### src/rtl/rpc_pkg.sv
package rpc_pkg;
  localparam int unsigned REG_W    = 16;
  localparam int unsigned CTL_BITS = 4;
  localparam int unsigned BE_W     = REG_W / 8;

  localparam int unsigned BIT_CORR  = 0;
  localparam int unsigned BIT_NFAT  = 1;
  localparam int unsigned BIT_FATAL = 2;
  localparam int unsigned BIT_PMEEN = 3;

  typedef struct packed {
    logic pme_en;
    logic fatal_en;
    logic nonfatal_en;
    logic corr_en;
  } ctl_t;
endpackage

### src/rtl/rpc_rst_sync.sv
module rpc_rst_sync #(
  parameter int unsigned STAGES = 2
) (
  input  logic clk,
  input  logic rst_n,
  output logic rst_n_sync
);
  logic [STAGES-1:0] sh_q;
  logic [STAGES-1:0] sh_d;

  always_comb begin
    sh_d = {sh_q[STAGES-2:0], 1'b1};
  end

  always_ff @(posedge clk or negedge rst_n) begin
    if (!rst_n) sh_q <= '0;
    else        sh_q <= sh_d;
  end

  assign rst_n_sync = sh_q[STAGES-1];
endmodule

### src/rtl/rpc_cfg_reg.sv
module rpc_cfg_reg
  import rpc_pkg::*;
#(
  parameter int unsigned W    = REG_W,
  parameter int unsigned NCTL = CTL_BITS
) (
  input  logic           clk,
  input  logic           rst_n,
  input  logic           wr,
  input  logic [W/8-1:0] be,
  input  logic [W-1:0]   wdata,
  output logic [W-1:0]   rdata,
  output logic [NCTL-1:0] ctl
);
  localparam int unsigned NB = W / 8;
  localparam logic [W-1:0] LIVE_MASK = W'((1 << NCTL) - 1);

  logic [W-1:0] be_mask;
  logic [W-1:0] wr_mask;
  logic [W-1:0] reg_q;
  logic [W-1:0] reg_d;
  logic         reg_en;

  for (genvar b = 0; b < NB; b++) begin : g_byte
    assign be_mask[8*b +: 8] = {8{be[b]}};
  end

  always_comb begin
    wr_mask = be_mask & LIVE_MASK;
    reg_en  = wr & (|wr_mask);
    reg_d   = (reg_q & ~wr_mask) | (wdata & wr_mask);
  end

  always_ff @(posedge clk or negedge rst_n) begin
    if (!rst_n)      reg_q <= '0;
    else if (reg_en) reg_q <= reg_d;
  end

  assign rdata = reg_q & LIVE_MASK;
  assign ctl   = reg_q[NCTL-1:0];
endmodule

### src/rtl/rpc_serr_gen.sv
module rpc_serr_gen #(
  parameter int unsigned NCLS = 3
) (
  input  logic            clk,
  input  logic            rst_n,
  input  logic [NCLS-1:0] cls_en,
  input  logic [NCLS-1:0] cls_ev,
  output logic            serr
);
  logic serr_d;
  logic serr_q;

  always_comb begin
    serr_d = |(cls_en & cls_ev);
  end

  always_ff @(posedge clk or negedge rst_n) begin
    if (!rst_n) serr_q <= 1'b0;
    else        serr_q <= serr_d;
  end

  assign serr = serr_q;
endmodule

### src/rtl/rpc_pme_gen.sv
module rpc_pme_gen (
  input  logic clk,
  input  logic rst_n,
  input  logic en,
  input  logic status,
  output logic irq
);
  logic en_prev_q;
  logic st_prev_q;
  logic irq_q;
  logic irq_d;
  logic st_rise;
  logic en_rise;

  always_comb begin
    st_rise = status & ~st_prev_q;
    en_rise = en & ~en_prev_q;
    irq_d   = en & status & (st_rise | en_rise);
  end

  always_ff @(posedge clk or negedge rst_n) begin
    if (!rst_n) begin
      en_prev_q <= 1'b0;
      st_prev_q <= 1'b0;
      irq_q     <= 1'b0;
    end else begin
      en_prev_q <= en;
      st_prev_q <= status;
      irq_q     <= irq_d;
    end
  end

  assign irq = irq_q;
endmodule

### src/rtl/rp_err_pme_ctl.sv
module rp_err_pme_ctl
  import rpc_pkg::*;
(
  input  logic             clk,
  input  logic             rst_n,
  input  logic             cfg_wr,
  input  logic [BE_W-1:0]  cfg_wr_be,
  input  logic [REG_W-1:0] cfg_wr_data,
  output logic [REG_W-1:0] cfg_rd_data,
  input  logic             ev_fatal,
  input  logic             ev_nonfatal,
  input  logic             ev_corr,
  input  logic             pme_status,
  output logic             serr_req,
  output logic             pme_irq
);
  logic                rst_n_sync;
  logic [CTL_BITS-1:0] ctl_bits;
  ctl_t                ctl;
  logic [2:0]          cls_en;
  logic [2:0]          cls_ev;

  rpc_rst_sync #(.STAGES(2)) u_rst (
    .clk        (clk),
    .rst_n      (rst_n),
    .rst_n_sync (rst_n_sync)
  );

  rpc_cfg_reg #(.W(REG_W), .NCTL(CTL_BITS)) u_reg (
    .clk   (clk),
    .rst_n (rst_n_sync),
    .wr    (cfg_wr),
    .be    (cfg_wr_be),
    .wdata (cfg_wr_data),
    .rdata (cfg_rd_data),
    .ctl   (ctl_bits)
  );

  assign ctl    = ctl_t'(ctl_bits);
  assign cls_en = {ctl.fatal_en, ctl.nonfatal_en, ctl.corr_en};
  assign cls_ev = {ev_fatal, ev_nonfatal, ev_corr};

  rpc_serr_gen #(.NCLS(3)) u_serr (
    .clk    (clk),
    .rst_n  (rst_n_sync),
    .cls_en (cls_en),
    .cls_ev (cls_ev),
    .serr   (serr_req)
  );

  rpc_pme_gen u_pme (
    .clk    (clk),
    .rst_n  (rst_n_sync),
    .en     (ctl.pme_en),
    .status (pme_status),
    .irq    (pme_irq)
  );
endmodule

### config.mk
export PLATFORM = sky130hd
export DESIGN_NAME = rp_err_pme_ctl
export DESIGN_NICKNAME = d
export VERILOG_FILES = /design/src/rtl/rpc_pkg.sv /design/src/rtl/rpc_rst_sync.sv /design/src/rtl/rpc_cfg_reg.sv /design/src/rtl/rpc_serr_gen.sv /design/src/rtl/rpc_pme_gen.sv /design/src/rtl/rp_err_pme_ctl.sv
export SDC_FILE = /design/constraint.sdc
export NUM_CORES = 1
export LEC_CHECK = 0
export CAP_MARGIN = 20
export CORE_MARGIN = 2
export CORE_UTILIZATION = 29
export CTS_CLUSTER_DIAMETER = 200
export DETAILED_ROUTE_END_ITERATION = 10
export PLACE_DENSITY = 0.76
export SYNTH_ARGS = -nofsm -noshare
export SYNTH_HDL_FRONTEND = slang
export SYNTH_HIERARCHICAL = 1
export SYNTH_SLANG_ARGS = --single-unit
### constraint.sdc
create_clock -name clk -period 1 [get_ports clk]
set_clock_uncertainty 0.15 [all_clocks]
set_input_delay 0.2 -clock clk [delete_from_list [all_inputs] [get_ports clk]]
set_output_delay 0.2 -clock clk [all_outputs]
set_load 0.01 [all_outputs]
==> results of run 1 <==
## metrics by stage
| stage | std cells | area (um2) | setup WS (ns) | TNS (ns) |
|---|---|---|---|---|
| after global routing | 75 | 648.1 | -0.2000 | -1.411 |
| after CTS | 75 | 641.9 | -0.1612 | -1.130 |
| after floorplan | 48 | 511.7 | 0.01382 | 0 |
| after detailed placement | 69 | 611.8 | -0.3716 | -3.077 |
| after global placement | 69 | 611.8 | -0.3491 | -2.929 |
| final | 75 | 648.1 | -0.1481 | -1.012 |
## cells in the mapped netlist
library cell,count
a21oi_2,1
a222oi_1,1
buf_4,16
conb_1,2
dfrtp_1,10
inv_1,1
mux2_4,4
nand2_1,1
nand2_2,1
## worst max-delay path, delay by kind of cell, from the launching register on
family	cells	cell delay, ns
AOI/OAI and AO/OA	1	0.31
buffers and inverters	2	0.19
DFF	1	0.38
## final timing paths
check,from,end,slack [ns],cells past startpoint
max,register,u_serr/serr$_DFF_PN0_,-0.15,3
min,u_rst/sh_q[1]$_DFF_PN0_,u_pme/en_prev_q$_DFF_PN0_,-0.03,0
max reg2reg,register,u_serr/serr$_DFF_PN0_,-0.15,3
min reg2reg,u_rst/sh_q[1]$_DFF_PN0_,u_pme/en_prev_q$_DFF_PN0_,-0.03,0
max in group asynchronous,rst_n,u_rst/sh_q[0]$_DFF_PN0_,0.08,2
min in group clk,u_rst/sh_q[0]$_DFF_PN0_,u_rst/sh_q[1]$_DFF_PN0_,0.20,0
## what timing repair did
item / CTS / global route
endpoints found under the hold margin: 10 / 0
pin swaps: 2 / 0
setup endpoints to repair: 11 / 12
gates resized for setup: 30 / 2
hold buffers: 1 / 0
gates cloned: 0 / 0
buffers inserted: 2 / 0
## where the power goes
group          internal, W  switching [W]  total (W)  leakage, nW
clock network     0.000138       0.000117   0.000255       0.0138
registers         0.000452      0.0000275   0.000479        0.118
logic             0.000164      0.0000999   0.000264        0.201
## metal layers
| metal | routed length [um] | part of all wire [%] |
|---|---|---|
| met1 | 259 | 35 |
| met2 | 425 | 57 |
| met3 | 63 | 8.4 |
| met4 | 0 | 0 |
| met5 | 0 | 0 |
## area by class of cell
type	instances	share of cell area, %
Tap cell	16	3.089
Clock buffer	3	3.475
Sequential cell	10	38.61
Multi-Input combinational cell	21	21.62
Timing Repair Buffer	24	32.63
Inverter	1	0.5792
## cells by family after synthesis
logic type | after synthesis
AOI/OAI and AO/OA | 2
other | 2
DFF | 10
buffers and inverters | 17
muxes | 4
and+or+nand+nor | 2
==> out/qor.yml, run 1 <==
p_leak_nw: 0.3333
syn_area_per_cell_um2: 12.71
met2_usage_pct: 15.29
violations: "negative hold slack, negative setup slack"
worst_hold_slack_ns: -0.03054
wl_um: 748
area_delta_synth_final_pct: 37.77
synth_fa_ha_area_share_pct: 0
grtUsageMet3_pct: 2.857
port_buffers: 17
grt_busiest_layer: "met2"
cp.required_ns: 0.98
avgViaCountPerCell: 3.720
met1_usage_pct: 9.769
synth_top_family_by_area: "buffers and inverters"
grt_pass1_wl_mm: 1.235
max_stage_delay_ns: 0.38
final.setup.worst_slack_ns: -0.1481
slew_viol_final: 0
cap_violations: 0
final_util_pct: 43.02
worstPathArrival_ns: 1.13
ys_types: 9
die_area_mm2: 0.001960
place.gp.congestion: 0.6017
min_path_type: "register to async pin"
core_mm2: 0.001506
clock_latency_ns: 0.25
period_share_pct: 114.8
cp-end-kind: "register"
synthMuxAreaShare_pct: 12.77
yosysSeqAreaShare_pct: 53.19
synth_top_cell_area_share_pct: 53.19
cts_tree: "done"
critical_path_peak_fanout: 2
start_util_pct: 31.23
rsz0062_at_grt: "true"
syn_inst: 37
ff_latch_area_um2: 250.2
htreeDepth: 1
outcome: "finished, violations left"
cts.sinks: 10
dp_hpwl_um: 642.8
synth_top_area_cell: "dfrtp_1"
setup_viol: 11
finalHoldViolations: 8
cts_buffers: 3
grt_util_all_layers_pct: 9.284
cts.path.max_buffers: 2
ys_ff_latch: 10
antenna_found_initial: 0
rows: 14
fillers: 154
synthTopCellsByArea: "dfrtp_1, buf_4, mux2_4"
wl_per_cell_um: 9.973
antenna_left: 0
root_buffer: "clkbuf_4"
mostFrequentLayoutCell: "conb_1"
grt_max_degree: 9
io_pins: 43
critical_path_class: "register to register"
diodes: 0
cp-start-kind: "register"
first_global_vias: 286
synth_compound_area_share_pct: 3.989
drt_iter0_markers: 1
powerDensity_mw_per_mm2: 1539
drive_gt1_share_pct: 37.29
post_synth_and_or_nand_nor_area_fraction_pct: 2.128
synth-xor-area-share_pct: 0
multi_input_area_um2: 140.1
grt_overflow: 0
worstPathCellList: "buf_6 -> a222oi_1 -> inv_1"
die_h_um: 44.28
clk_pin_slew_ns: 0.06
peakVddDrop_v: 0.0007018
cpMaxStageDelayCell: "dfrtp_1"
netlist_area_um2: 470.5
max_freq_ghz: 0.8710
period_needed_ns: 1.148
ys_warn_count: 6
die_x_um: 44.28
remaining_drc_errors: 0
vias: 279
drtPass1Iterations: 4
power_w: 0.0009973
most-common-layout-cells: "conb_1, dfrtp_1, clkdlybuf4s50_1"
finalNetCount: 86
No activity file was read; power rests on OpenSTA's default activity.
==> run 2, diff against run 1 <==
--- a/config.mk
+++ b/config.mk
@@ -5,7 +5,8 @@
 export SDC_FILE = /design/constraint.sdc
 export NUM_CORES = 1
 export LEC_CHECK = 0
-export CAP_MARGIN = 20
+export ABC_CLOCK_PERIOD_IN_PS = 1000
+export CAP_MARGIN = 15
 export CORE_MARGIN = 2
 export CORE_UTILIZATION = 29
 export CTS_CLUSTER_DIAMETER = 200
==> results of run 2 <==
Same layout as run 1: the final DEF is identical, and so are final timing and power.
